**src/rtl/alm_pkg.sv**
```systemverilog
package alm_pkg;
    localparam int NUM_FIELDS = 7;
    localparam int FIELD_W    = 8;
    localparam int TIME_W     = NUM_FIELDS * FIELD_W;

    typedef enum logic [2:0] {
        F_SEC   = 3'd0,
        F_MIN   = 3'd1,
        F_HOUR  = 3'd2,
        F_DATE  = 3'd3,
        F_MONTH = 3'd4,
        F_YEAR  = 3'd5,
        F_WDAY  = 3'd6
    } field_idx_e;

    typedef struct packed {
        logic enable;
        logic recurring;
        logic pin_is_fout;
        logic clear_on_read;
        logic on_backup;
        logic backup_allowed;
    } alm_ctrl_t;

    function automatic logic alarm_live(input alm_ctrl_t c);
        return c.enable && !c.pin_is_fout && (!c.on_backup || c.backup_allowed);
    endfunction
endpackage

```
**src/rtl/alm_match.sv**
```systemverilog
module alm_match
    import alm_pkg::*;
#(
    parameter int NF = NUM_FIELDS,
    parameter int FW = FIELD_W
) (
    input  logic             clk,
    input  logic             rst,
    input  logic [NF*FW-1:0] now_bcd,
    input  logic [NF*FW-1:0] alm_bcd,
    input  logic [NF-1:0]    field_en,
    output logic             hit
);
    logic [NF-1:0] field_ok;

    for (genvar i = 0; i < NF; i++) begin : g_cmp
        assign field_ok[i] = !field_en[i] ||
                             (now_bcd[i*FW +: FW] == alm_bcd[i*FW +: FW]);
    end

    assign hit = (&field_ok) && (|field_en);

    // a hit always has at least one field taking part
    assert_hit_needs_field_R3: assert property (@(posedge clk) disable iff (rst)
        hit |-> (field_en != '0));
endmodule

```
**src/rtl/alm_pulse_timer.sv**
```systemverilog
module alm_pulse_timer #(
    parameter int PULSE_MS = 250
) (
    input  logic clk,
    input  logic rst,
    input  logic kill,
    input  logic load,
    input  logic ms_tick,
    output logic busy
);
    localparam int CW = $clog2(PULSE_MS + 1);
    localparam logic [CW-1:0] FULL = CW'(PULSE_MS);

    logic [CW-1:0] remain;

    always_ff @(posedge clk) begin
        if (rst || kill)
            remain <= '0;
        else if (load)
            remain <= FULL;
        else if (ms_tick && remain != '0)
            remain <= remain - 1'b1;
    end

    assign busy = (remain != '0);

    assert_load_full_R7: assert property (@(posedge clk) disable iff (rst)
        (load && !kill) |=> (remain == FULL));
    assert_no_overrun_R7: assert property (@(posedge clk) disable iff (rst)
        remain <= FULL);
    assert_hold_without_tick_R7: assert property (@(posedge clk) disable iff (rst)
        (!load && !ms_tick && !kill) |=> $stable(remain));
endmodule

```
**src/rtl/alm_status.sv**
```systemverilog
module alm_status (
    input  logic clk,
    input  logic rst,
    input  logic set_req,
    input  logic clr_req,
    output logic flag
);
    always_ff @(posedge clk) begin
        if (rst)
            flag <= 1'b0;
        else if (set_req)
            flag <= 1'b1;
        else if (clr_req)
            flag <= 1'b0;
    end

    assert_set_wins_R12: assert property (@(posedge clk) disable iff (rst)
        set_req |=> flag);
    assert_clear_takes_R8: assert property (@(posedge clk) disable iff (rst)
        (clr_req && !set_req) |=> !flag);
    assert_sticky_R6: assert property (@(posedge clk) disable iff (rst)
        (flag && !clr_req) |=> flag);
endmodule

```
**src/rtl/alarm_irq_unit.sv**
```systemverilog
module alarm_irq_unit
    import alm_pkg::*;
#(
    parameter int PULSE_MS = 250
) (
    input  logic              clk,
    input  logic              rst,
    input  logic              sec_tick,
    input  logic              ms_tick,
    input  logic [TIME_W-1:0] now_bcd,
    input  logic [TIME_W-1:0] alm_bcd,
    input  logic [NUM_FIELDS-1:0] field_en,
    input  logic              alarm_en,
    input  logic              pulse_mode,
    input  logic              fout_en,
    input  logic              auto_clr,
    input  logic              on_backup,
    input  logic              backup_alarm_en,
    input  logic              status_rd,
    input  logic              status_clr,
    output logic              irq_n,
    output logic              alarm_flag
);
    alm_ctrl_t ctrl;
    logic      live, hit, fire, pulse_busy, clr_req, drive_low;

    always_comb begin
        ctrl.enable         = alarm_en;
        ctrl.recurring      = pulse_mode;
        ctrl.pin_is_fout    = fout_en;
        ctrl.clear_on_read  = auto_clr;
        ctrl.on_backup      = on_backup;
        ctrl.backup_allowed = backup_alarm_en;
    end

    assign live    = alarm_live(ctrl);
    assign clr_req = status_clr || (ctrl.clear_on_read && status_rd);

    alm_match #(.NF(NUM_FIELDS), .FW(FIELD_W)) u_match (
        .clk(clk), .rst(rst),
        .now_bcd(now_bcd), .alm_bcd(alm_bcd), .field_en(field_en),
        .hit(hit)
    );

    assign fire = sec_tick && live && hit;

    alm_status u_status (
        .clk(clk), .rst(rst),
        .set_req(fire), .clr_req(clr_req),
        .flag(alarm_flag)
    );

    alm_pulse_timer #(.PULSE_MS(PULSE_MS)) u_pulse (
        .clk(clk), .rst(rst),
        .kill(!live),
        .load(fire && ctrl.recurring),
        .ms_tick(ms_tick),
        .busy(pulse_busy)
    );

    always_comb begin
        if (!live)
            drive_low = 1'b0;
        else if (ctrl.recurring)
            drive_low = pulse_busy;
        else
            drive_low = alarm_flag;
    end

    assign irq_n = !drive_low;

    assert_fout_quiet_R10: assert property (@(posedge clk) disable iff (rst)
        fout_en |-> irq_n);
    assert_no_fire_when_off_R5: assert property (@(posedge clk) disable iff (rst)
        (!alarm_en && !alarm_flag && !status_rd && !status_clr) |=> !alarm_flag);
    assert_latched_pin_R6: assert property (@(posedge clk) disable iff (rst)
        (fire && !pulse_mode) |=> (!irq_n || !live));
endmodule

```
**config.mk**
```make
export PLATFORM = sky130hd
export DESIGN_NAME = alarm_irq_unit
export DESIGN_NICKNAME = d
export VERILOG_FILES = /design/src/rtl/alm_pkg.sv /design/src/rtl/alm_match.sv /design/src/rtl/alm_pulse_timer.sv /design/src/rtl/alm_status.sv /design/src/rtl/alarm_irq_unit.sv
export SDC_FILE = /design/constraint.sdc
export NUM_CORES = 1
export LEC_CHECK = 0
export BUFFER_PORTS_ARGS = -buffer_cell sky130_fd_sc_hd__buf_2
export CORE_MARGIN = 1
export CORE_UTILIZATION = 35
export CTS_BUF_LIST = sky130_fd_sc_hd__clkbuf_8
export CTS_CLUSTER_DIAMETER = 60
export CTS_CLUSTER_SIZE = 14
export DETAILED_ROUTE_END_ITERATION = 7
export PLACE_DENSITY = 0.94
export SLEW_MARGIN = 20
export SYNTH_ARGS = -nofsm -noshare
export SYNTH_HDL_FRONTEND = slang
export SYNTH_SLANG_ARGS = --single-unit
```
**constraint.sdc**
```tcl
create_clock -name clk -period 2.2 [get_ports clk]
set_clock_uncertainty 0.1 [all_clocks]
set_input_delay 0.44 -clock clk [delete_from_list [all_inputs] [get_ports clk]]
set_output_delay 0.44 -clock clk [all_outputs]
set_load 0.03 [all_outputs]
```
# == Yosys cells after proc, flatten, opt, wreduce, memory -nomap -nowiden ==
# Cells that the tools add are included.
# totals
reg_bits,9
latchBits,0
mem_bits_rw,0
romBits,0
inputBits,131
out_inout_bits,2
elab_cells,52
memories,0
# classes
addsub,1
n_mul,0
div_mod_pow,0
order_cmp,0
n_eq_ne,7
n_shift,0
mux,6
bitwise_logic,0
n_reduce_logical,35
# ops
op,count
$eq 8x8->1,7
$mux 8,2
$logic_not 1->1,11
$logic_or 1x1->1,10
$logic_and 1x1->1,8
$reduce_bool 8->1,1
$sub 8x1->8 const B,1
$reduce_and 7->1,1
$reduce_or 7->1,1
$mux 1,4
$reduce_bool 2->1,2
$reduce_or 2->1,1

# == Logic depth before layout (Yosys ltp) ==
# Gate-level depths: netlist of the first run.
# depth
depth_word,7
mapped_depth,8

# == By module ==
# A second synthesis of the first run with hierarchy kept.
# hier_totals
hier_cells,144
area_unflattened_um2,1212.4
# by_module_without_submodules
module,n_inst,cells_per_inst,area_each_um2,seq_area_each_um2
alm_match,1,83,644.4,0.0
alm_pulse_timer,1,47,435.4,160.2
alarm_irq_unit,1,10,93.8,0.0
alm_status,1,4,38.8,20.0

# == Worst setup path after synthesis of the first run ==
# OpenSTA, ideal clock, no wires.
# synth_timing
kind,register to output
from,register u_pulse.remain[0]
to,output irq_n
arrival_time_ns,1.685
required_time_ns,1.660
path_slack_ns,-0.025
path_stages_with_launch,6
n_path_buf,0
cell_sequence,dfxtp_1 -> inv_1 -> ha_1 -> or3b_4 -> or4_1 -> o211ai_1
# synth_via
elab_chain_cells,4
# synth_rtl
item,line,source
"start, declared",alm_pulse_timer.sv:14,logic [CW-1:0] remain;
"start signal, assigned",alm_pulse_timer.sv:22,remain <= remain - 1'b1;
$reduce_bool 8->1,alm_pulse_timer.sv:25,assign busy = (remain != '0);
$mux 1,alarm_irq_unit.sv:64,else if (ctrl.recurring)
$mux 1,alarm_irq_unit.sv:62,if (!live)
$logic_not 1->1,alarm_irq_unit.sv:70,assign irq_n = !drive_low;
"end, declared",alarm_irq_unit.sv:21,"output logic irq_n,"
# No other way between the ends.

# == Final worst setup path of the first run ==
# Same ends and word-level chain as after synthesis.

==> qor.csv, run 1 <==
metric,value,unit
status,"complete, but fails checks",
failing checks,negative setup slack,
initial antenna violation count,0,
Final setup viols,1,
Root Driver,clkbuf_8,
GRT overflow,0,
die height,59.2,um
Yosys reg bits,9,
Final period util,1.06,
layout cell share with drive strength beyond 1,0.547,
Boundary Pins,133,
Post-Syn Nets,269,
multiplexer share of the synthesized area,0.00875,
crit-path cells,inv_2 -> ha_4 -> or3b_4 -> or4_1 -> o211ai_1 -> buf_4,
DRT Pass-1 Iters,4,
row count,20,
final instance area,1950,um2
total number of vias,1486,
final setup margin,-0.134,ns
Main synth FF type,dfxtp_1,
Unique masters post-synth,30,
Total Power,0.606,mW
Yosys Warn Count,0,
"Cell Area, Synth",1140,um2
Max Clock Freq,428,MHz
CTS tree,done,
Fin. Hold Viols,0,
CP Data Required Time,1.66,ns
Yosys top cell by area,xnor2_1,
core area,3080,um2
"Seq/Total Area, Yosys",0.158,
FF-to-FF setup slack,0.12,ns
Syn Inst Count,137,
Post-synth EDFFs,0,
Nets,409,
vias in the first global route,1392,
Max IR drop VDD,0.153,mV
compound-cell area share of the yosys netlist,0.0908,
Routed Antenna Nets,0,
initial core utilization,0.372,
Synth Area in Simple Gates,0.236,
clock period minus worst slack,2.33,ns
clock buffer depth,2,
Worst Hold Class,in2reg,
final hold slack,0.276,ns
TritonCTS buffer count,3,
reg2reg path depth,9,
Adder-Cell Fraction of Synth Area,0.0109,
Area growth syn-to-layout,70.6,%
Worst-Margin Slew,0.369,ns
Commonest cells post-synth,"xnor2_1, nand4_1, dfxtp_1",
Setup crit end,irq_n,
Die ar.,3500,um2
CP max stage cell,or4_1,
worst reg2reg endpoint,u_pulse.remain[7]$_SDFFE_PP0P_,
vias per cell,4.64,
Max Cap Viol,0,
RSZ-0062 raised after global routing,true,
Critical Path Fanout Max,2,
Synth area leaders,"xnor2_1, dfxtp_1, nand4_1",
Global Route Usage Sum,0.209,
CP startpoint,u_pulse.remain[0]$_SDFFE_PP0P_,
Initial DRC Count,49,
Area after DPL,1880,um2
asr flop ratio synth,0,
Total Negative Setup Slacks,-0.134,ns
DRC Markers,0,
clk_lat worst skew,0.23,ns
startpoint types,flop,
syn_area_per_cell,8.35,um2
main combinational cell family by area after synthesis,XOR/XNOR gates,
Reg-to-Reg Start,u_pulse.remain[0]$_SDFFE_PP0P_,
CTS Sinks,9,
crit-path max cell delay,0.40,ns
die width,59.2,um
power per cell area,311,nW/um2
xor/xnor cell area share of the yosys netlist,0.475,
top-area cell type share of the netlist area,0.467,
kind of critical path,reg2out,
clock-pin slew on the worst setup and hold paths,0.04,ns
dpl ws,-0.0434,ns
H-tree depth,1,
RD Place Congestion,0.797,
max-slew violations,0,
post-DP HPWL,3360,um
Pleak,0.887,nW
n_diodes,0,
largest net degree at the start of global routing,9,
first-pass GRT wire length,5450,um
WL/cell,11.4,um
port buffer count,132,
CP Capture Type,output pin,
Post-Route WL,3650,um
"count leader, synth",xnor2_1,
CP Data Arrival Time,1.79,ns
relative slew slack,0.754,
==> state kept, by name (all words and copies together), names as in the netlist <==
signal / flops
u_pulse.remain: 8
u_status.flag: 1
==> layer usage <==
| layer | GRT usage | wire length [um] |
|---|---|---|
| met1 | 0.230 | 1360 |
| met2 | 0.399 | 2060 |
| met3 | 0.0284 | 183 |
| met4 | 0.0816 | 51 |
| met5 | 0 | 0 |
==> what timing repair did <==
item,4_1_cts,5_1_grt
setup endpoints to repair,1,3
gates cloned,0,0
buffers inserted,1,0
hold buffers,0,0
pin swaps,3,2
gates resized for setup,5,1
==> report_power, final <==
| group | switching (mW) | total [mW] | internal (mW) |
|---|---|---|---|
| sequential | 0.0000215 | 0.164 | 0.164 |
| clock | 0.0628 | 0.184 | 0.121 |
| combinational | 0.0969 | 0.258 | 0.161 |
| total | 0.160 | 0.606 | 0.446 |
==> area by class of cell <==
class                           count  area (um2)
Tap cell                           44        55.1
Clock buffer                        3        41.3
Timing Repair Buffer              137         701
Multi-Input combinational cell    122         952
Inverter                            4        15.0
Fill cell                         273        1130
Sequential cell                     9         183
Clock inverter                      1        3.75
==> metrics by stage <==
stage          std cells   util
2_1_floorplan        137      -
3_3_place_gp         315  0.611
3_5_place_dp         315  0.611
4_1_cts              320  0.633
5_1_grt              320  0.634
6_report             320  0.634
==> cells in the final DEF (no fill, tap or decap), types with 2 or more instances in the layout <==
cell	synthesis	final
xnor2_1	61	61
nor2_1	3	3
inv_2	0	2
clkbuf_8	0	3
or4_1	2	2
o21ai_0	3	3
o21ai_1	4	4
nand2_1	3	3
inv_1	4	3
nand4_1	16	16
buf_4	0	6
buf_2	0	131
dfxtp_2	0	2
dfxtp_1	9	7
nor2b_1	2	2
nor3_1	3	3
nor3b_1	2	2
a21oi_1	8	8
==> worst min-delay path by stage <==
stage / slack (ns) / endpoint / startpoint / cells after the start
final: 0.28 / u_status.flag$_SDFFE_PP0P_ / rst / 2
after global routing: 0.29 / u_status.flag$_SDFFE_PP0P_ / rst / 2
after CTS: 0.28 / u_status.flag$_SDFFE_PP0P_ / rst / 2
after detailed placement: 0.39 / u_status.flag$_SDFFE_PP0P_ / u_status.flag$_SDFFE_PP0P_ / 2
after global placement: 0.39 / u_status.flag$_SDFFE_PP0P_ / u_status.flag$_SDFFE_PP0P_ / 2
after floorplan: 0.41 / u_status.flag$_SDFFE_PP0P_ / rst / 1
==> cells by family (layout without fill, tap and decap cells) <==
logic type                 count (synthesis)  after routing
xor gates and xnor gates                  62             62
muxes                                      1              1
DFF                                        9              9
buffers and inverters                      6            145
adders and majority gates                  1              1
AOI/OAI and AO/OA                         17             17
and+or+nand+nor                           41             41
==> worst max-delay path: cells and delay by family, from the launching register on <==
| family | cells | cell delay (ns) |
|---|---|---|
| flip-flops | 1 | 0.32 |
| AND/OR/NAND/NOR | 2 | 0.76 |
| buffers and inverters | 2 | 0.25 |
| adder cells (fa/ha/maj) | 1 | 0.12 |
| AO/OA/AOI/OAI | 1 | 0.09 |
Note: power is estimated with default switching activity, not from simulation.
==> inputs of run 2 (changes only) <==
- CORE_UTILIZATION: 35 -> 36
- SYNTH_HIERARCHICAL: not set -> 1
==> qor.csv, run 2 <==
metric,value,unit,change
die width,60.0,um,+1.5%
Synth area leaders,"xnor2_1, dfxtp_1, nand4_1",,
Syn Inst Count,144,,+5.1%
Area after DPL,2010,um2,+6.7%
Synth Area in Simple Gates,0.246,,+0.00929
Yosys reg bits,9,,unchanged
crit-path max cell delay,0.37,ns,-0.03 ns
Max Clock Freq,422,MHz,-1.6%
post-DP HPWL,3780,um,+12%
status,"complete, but fails checks",,
Routed Antenna Nets,0,,unchanged
register area,183,um2,unchanged
WL/cell,12.8,um,+12%
Main synth FF type,dfxtp_1,,
die height,60.0,um,+1.5%
initial antenna violation count,0,,unchanged
Pleak,0.960,nW,+8.2%
Fin. Hold Viols,0,,unchanged
RSZ-0062 raised after global routing,true,,
Placed Cells,327,,+3.8%
xor/xnor cell area share of the yosys netlist,0.441,,-0.0342
CTS tree,done,,
"commonest non-fill, non-tap cell in the layout",buf_2,,
Post-Syn Nets,276,,+2.6%
"count leader, synth",xnor2_1,,
Initial DRC Count,83,,+69%
core area,3130,um2,+1.6%
Post-synth EDFFs,0,,unchanged
main combinational cell family by area after synthesis,XOR/XNOR gates,,
Worst-Margin Slew,0.393,ns,+0.0242 ns
syn_area_per_cell,8.42,um2,+0.86%
relative slew slack,0.735,,-0.0185
asr flop ratio synth,0,,unchanged
Yosys Warn Count,6,,+6
most frequent cells in the layout,"buf_2, xnor2_1, nand4_1",,
clock period minus worst slack,2.37,ns,+0.0381 ns
Critical Path Fanout Max,2,,unchanged
Area growth syn-to-layout,71.9,%,
clock-pin slew on the worst setup and hold paths,0.04,ns,about the same
Total Negative Setup Slacks,-0.172,ns,-0.0381 ns
vias in the first global route,1587,,+14%
Root Driver,clkbuf_8,,
initial core utilization,0.388,,+0.0161
layout cell share with drive strength beyond 1,0.555,,+0.00807
Global Route Usage Sum,0.233,,+0.0242
H-tree depth,1,,unchanged
Final setup viols,1,,unchanged
Die ar.,3600,um2,+3.0%
startpoint types,flop,,
TritonCTS buffer count,3,,unchanged
largest net degree at the start of global routing,9,,unchanged
multiplexer share of the synthesized area,0.0175,,+0.00879
clock buffer depth,2,,unchanged
port buffer count,132,,unchanged
Max Cap Viol,0,,unchanged
DRC Markers,0,,unchanged
top-area cell type share of the netlist area,0.376,,-0.0915
Total Power,0.610,mW,+0.74%
vias per cell,4.81,,+3.7%
Max IR drop VDD,0.145,mV,-5.4%
Multi-input gate area,1040,um2,+9.3%
Biggest register,u_pulse/remain,,
Boundary Pins,133,,unchanged
dpl ws,-0.0740,ns,-0.0306 ns
Fillers,245,,-10%
Post-Route WL,4280,um,+17%
Nets,423,,+3.4%
first-pass GRT wire length,6220,um,+14%
power per cell area,293,nW/um2,-5.7%
Unique masters post-synth,35,,+17%
Final period util,1.08,,+0.0173
failing checks,negative setup slack,,
CP max stage cell,or3b_4,,
kind of critical path,reg2out,,
CP Data Arrival Time,1.83,ns,+0.04 ns
n_diodes,0,,unchanged
crit-path cells,inv_2 -> ha_4 -> or3b_4 -> or2_1 -> mux2_4 -> nand4b_1 -> buf_6,,
Commonest cells post-synth,"xnor2_1, nand4_1, dfxtp_1, xor2_1, o21ai_1",,
largest registers,"u_pulse/remain x8, u_status/flag x1",,
CP Capture Type,output pin,,
CP Data Required Time,1.66,ns,about the same
DRT Pass-1 Iters,4,,unchanged
max-slew violations,0,,unchanged
GRT overflow,0,,unchanged
final setup margin,-0.172,ns,-0.0381 ns
"Seq/Total Area, Yosys",0.149,,-0.00894
total number of vias,1608,,+8.2%
Adder-Cell Fraction of Synth Area,0.0103,,-0.000621
final instance area,2080,um2,+6.9%
max reg flops,8,,unchanged
row count,20,,unchanged
clk_lat worst skew,0.23,ns,about the same
Worst Hold Class,in2reg,,
Yosys top cell by area,xnor2_1,,
"Cell Area, Synth",1210,um2,+6.0%
Layout Cells excl Fill,334,,+4.4%
compound-cell area share of the yosys netlist,0.125,,+0.0341
RD Place Congestion,0.899,,+13%
CTS Sinks,9,,unchanged
[run 2: cell count changes in the layout (fill, tap and decap cells not counted), sizes merged, moves of 2 or more]
cell and change:
xnor2 -9, o21a +6, o21ai +3, xor2 +8, nor4 +6, nor4b +2
buf +6, nor3b -3, or4 -3, a21oi -6, or3 -2
[run 2: what timing repair did]
item / 4_1_cts / 5_1_grt
endpoints found under the setup margin: 1 / 9
setup buffers: 2 / 1
gates resized for setup: 2 / 2
pin swaps: 2 / 0
hold buffers: 0 / 0
[run 2: path summary, 6_finish.rpt]
check,startpoint,end,slack (ns),cells after the start
setup / recovery,u_pulse/remain[0]$_SDFFE_PP0P_,irq_n,-0.17,7
hold / removal,rst,u_status/flag$_SDFFE_PP0P_,0.33,2
setup reg to reg,u_pulse/remain[0]$_SDFFE_PP0P_,u_pulse/remain[4]$_SDFFE_PP0P_,0.30,7
hold reg to reg,u_status/flag$_SDFFE_PP0P_,u_status/flag$_SDFFE_PP0P_,0.45,2
[run 2: cell families (layout without fill, tap and decap cells)]
kind of cell    count (synthesis)  in the layout
xor+xnor                       61             61
simple gates                   44             44
compound gates                 23             23
flops                           9              9
buf+inv                         4            150
mux                             2              2
fa+ha+maj                       1              1
[run 2: critical path: cells and delay by family (launching register included)]
kind / cells / cell delay (ns)
buffers and inverters: 2 / 0.21
adder cells (fa/ha/maj): 1 / 0.13
AND/OR/NAND/NOR: 3 / 0.68
flip-flops: 1 / 0.32
multiplexers: 1 / 0.25
[run 2: routing by layer]
metal  routed length (um)  GRT usage
met5                    0          0
met4                  114     0.0997
met3                  303     0.0346
met2                 2250      0.467
met1                 1610      0.233
[run 2: cell type report]
| type | count | area share |
|---|---|---|
| multi-input cells | 131 | 0.499 |
| clock buffers | 3 | 0.0198 |
| clock inverters | 1 | 0.00180 |
| flip-flops and latches | 9 | 0.0876 |
| well taps | 44 | 0.0264 |
| inverters | 3 | 0.00540 |
| repair buffers | 143 | 0.360 |
[run 2: power breakdown]
part	switching [mW]	total, mW	internal, mW	leakage (nW)
clock	0.0617	0.183	0.121	0.0269
sequential	0.0000228	0.164	0.164	0.0735
combinational	0.105	0.264	0.159	0.860
total	0.166	0.610	0.444	0.960
[run 2: metrics by stage]
stage,hold WS (ns),util
floorplan,0.402,-
global placement,0.415,0.641
detailed placement,0.419,0.641
CTS,0.334,0.662
global route,0.336,0.666
finish,0.334,0.666
==> inputs of run 3 (changes only) <==
- CORE_UTILIZATION: 36 -> 38
- PLACE_DENSITY: 0.94 -> 0.95
- clock period: 2.2 -> 3 ns (I/O delays scaled with it)
==> qor.csv, run 3 (same netlist as run 2, synthesis figures left out) <==
metric,value,unit,change
initial antenna violation count,0,,unchanged
met3 wire length,314,um,+3.6%
"Largest delay share family, worst path",simple AND/OR/NAND/NOR gates,,
Nets,413,,-2.4%
CP Data Arrival Time,2.13,ns,+0.30 ns
Worst-Margin Slew,0.416,ns,+0.0231 ns
vias per cell,5.15,,+7.1%
total number of vias,1670,,+3.9%
Final setup viols,0,,-1
clk_lat worst skew,0.23,ns,about the same
Post-Route WL,4410,um,+3.0%
Hold Path End,u_status/flag$_SDFFE_PP0P_,,
power per cell area,227,nW/um2,-22%
M1 wire length,1550,um,-3.8%
Final period util,0.944,,
# hold bufs at CTS,0,,unchanged
Switching Fraction,0.277,,+0.00438
FF-to-FF setup slack,1.09,ns,+0.79 ns
TritonCTS buffer count,3,,unchanged
reg2reg path depth,6,,-1
port buffer count,132,,unchanged
CP Buf/Inv Count,2,,unchanged
CP Capture Type,output pin,,
Worst Hold Class,reg2reg,,
Net Sw Power,0.125,mW,-25%
largest net degree at the start of global routing,9,,unchanged
startpoint types,flop,,
DRT Pass-1 Iters,4,,unchanged
Critical Path Fanout Max,6,,+4
Pint,0.326,mW,-27%
clock share of power,0.304,,+0.004
clock-pin slew on the worst setup and hold paths,0.05,ns,about the same
Max Clock Freq,353,MHz,
GRT overflow,0,,unchanged
Max IR drop VDD,0.133,mV,-7.7%
WL/cell,13.6,um,+6.2%
RSZ-0062 raised after global routing,false,,
largest registers,"u_pulse/remain x8, u_status/flag x1",,
clock period minus worst slack,2.83,ns,
status,"complete, no violations",,
post-DP HPWL,3880,um,+2.6%
core area,3030,um2,-3.2%
Pleak,0.900,nW,-6.2%
clock buffer depth,2,,unchanged
Root Driver,clkbuf_8,,
DRC Markers,0,,unchanged
Area growth syn-to-layout,63.5,%,
RD Place Congestion,0.900,,about the same
"commonest non-fill, non-tap cell in the layout",buf_2,,
Placed Cells,320,,-2.1%
kind of critical path,reg2out,,
Fin. Hold Viols,0,,unchanged
WL met2,2400,um,+6.4%
hold path startpoint,u_status/flag$_SDFFE_PP0P_,,
CTS tree,done,,
Layout Cells excl Fill,324,,-3.0%
hold path depth,2,,unchanged
Boundary Pins,133,,unchanged
post-cts gate resize count,0,,-2
first-pass GRT wire length,6960,um,+12%
vias in the first global route,1685,,+6.2%
die width,58.5,um,-2.6%
relative slew slack,0.720,,-0.0156
crit-path cells,inv_1 -> ha_2 -> or3b_4 -> or2_1 -> mux2_1 -> nand4b_1 -> buf_2,,
Biggest register,u_pulse/remain,,
Max Cap Viol,0,,unchanged
layout cell share with drive strength beyond 1,0.518,,-0.0373
row count,20,,unchanged
Global Route Usage Sum,0.266,,+0.0328
die height,58.5,um,-2.6%
CP Data Required Time,2.30,ns,+0.64 ns
CTS Sinks,9,,unchanged
Reg-to-Reg Start,u_pulse/remain[0]$_SDFFE_PP0P_,,
uppermost routed layer,met4,,
Sequential Power Share,0.267,,about the same
Routed Antenna Nets,0,,unchanged
CP max stage cell,or3b_4,,
Comb pwr share,0.430,,-0.002
Die ar.,3420,um2,-5.1%
max reg flops,8,,unchanged
Fillers,256,,+4.5%
most frequent cells in the layout,"buf_2, xnor2_1, nand4_1",,
H-tree depth,1,,unchanged
Initial DRC Count,43,,-48%
Total Negative Setup Slacks,0,ns,+0.172 ns
n_diodes,0,,unchanged
crit-path max cell delay,0.43,ns,+0.06 ns
initial core utilization,0.400,,+0.0128
Post CTS Setup Buffer Count,0,,-2
worst reg2reg endpoint,u_pulse/remain[4]$_SDFFE_PP0P_,,
max-slew violations,0,,unchanged
-- run 3: per-layer routing --
layer,vias to the layer above,global-route usage
met5,-,0
met1,773,0.266
li1,793,-
met2,87,0.517
met3,17,0.0615
met4,0,0.119
-- run 3: worst max-delay path by stage --
stage | start | to | cells after the start
after floorplan | u_pulse/remain[0]$_SDFFE_PP0P_ | irq_n | 6
after global routing | u_pulse/remain[0]$_SDFFE_PP0P_ | irq_n | 7
after detailed placement | u_pulse/remain[0]$_SDFFE_PP0P_ | irq_n | 7
after CTS | u_pulse/remain[0]$_SDFFE_PP0P_ | irq_n | 7
final | u_pulse/remain[0]$_SDFFE_PP0P_ | irq_n | 7
after global placement | u_pulse/remain[0]$_SDFFE_PP0P_ | irq_n | 7
-- run 3: tightest hold or removal path, stage by stage (launching register included) --
cell	delay (ns)
dfxtp_1	0.31
nand2b_1	0.09
a21oi_2	0.05
-- run 3: power groups by stage --
stage	registers (mW)	clock network [mW]	logic, mW
4_1_cts	0.120	0.140	0.194
6_report	0.120	0.137	0.193
3_3_place_gp	0.122	0	0.185
2_1_floorplan	0.122	0	0.0795
5_1_grt	0.120	0.150	0.211
3_5_place_dp	0.122	0	0.192
-- run 3: layout make-up --
type	count	area, um2	share of cell area
Sequential cell	9	180	0.0909
Clock inverter	1	3.75	0.00189
Inverter	3	11.3	0.00568
Multi-Input combinational cell	131	1020	0.516
Timing Repair Buffer	133	668	0.337
Clock buffer	3	41.3	0.0208
Tap cell	44	55.1	0.0278
-- run 3: stage by stage --
| stage | cell area (um2) | hold slack [ns] | power [mW] | setup slack (ns) | utilization |
|---|---|---|---|---|---|
| floorplan | 1210 | 0.451 | 0.202 | 0.417 | - |
| global placement | 1930 | 0.385 | 0.307 | 0.372 | 0.638 |
| detailed placement | 1930 | 0.401 | 0.314 | 0.317 | 0.638 |
| CTS | 1980 | 0.409 | 0.454 | 0.0586 | 0.653 |
| global route | 1980 | 0.429 | 0.481 | 0.0949 | 0.655 |
| finish | 1980 | 0.401 | 0.450 | 0.167 | 0.655 |
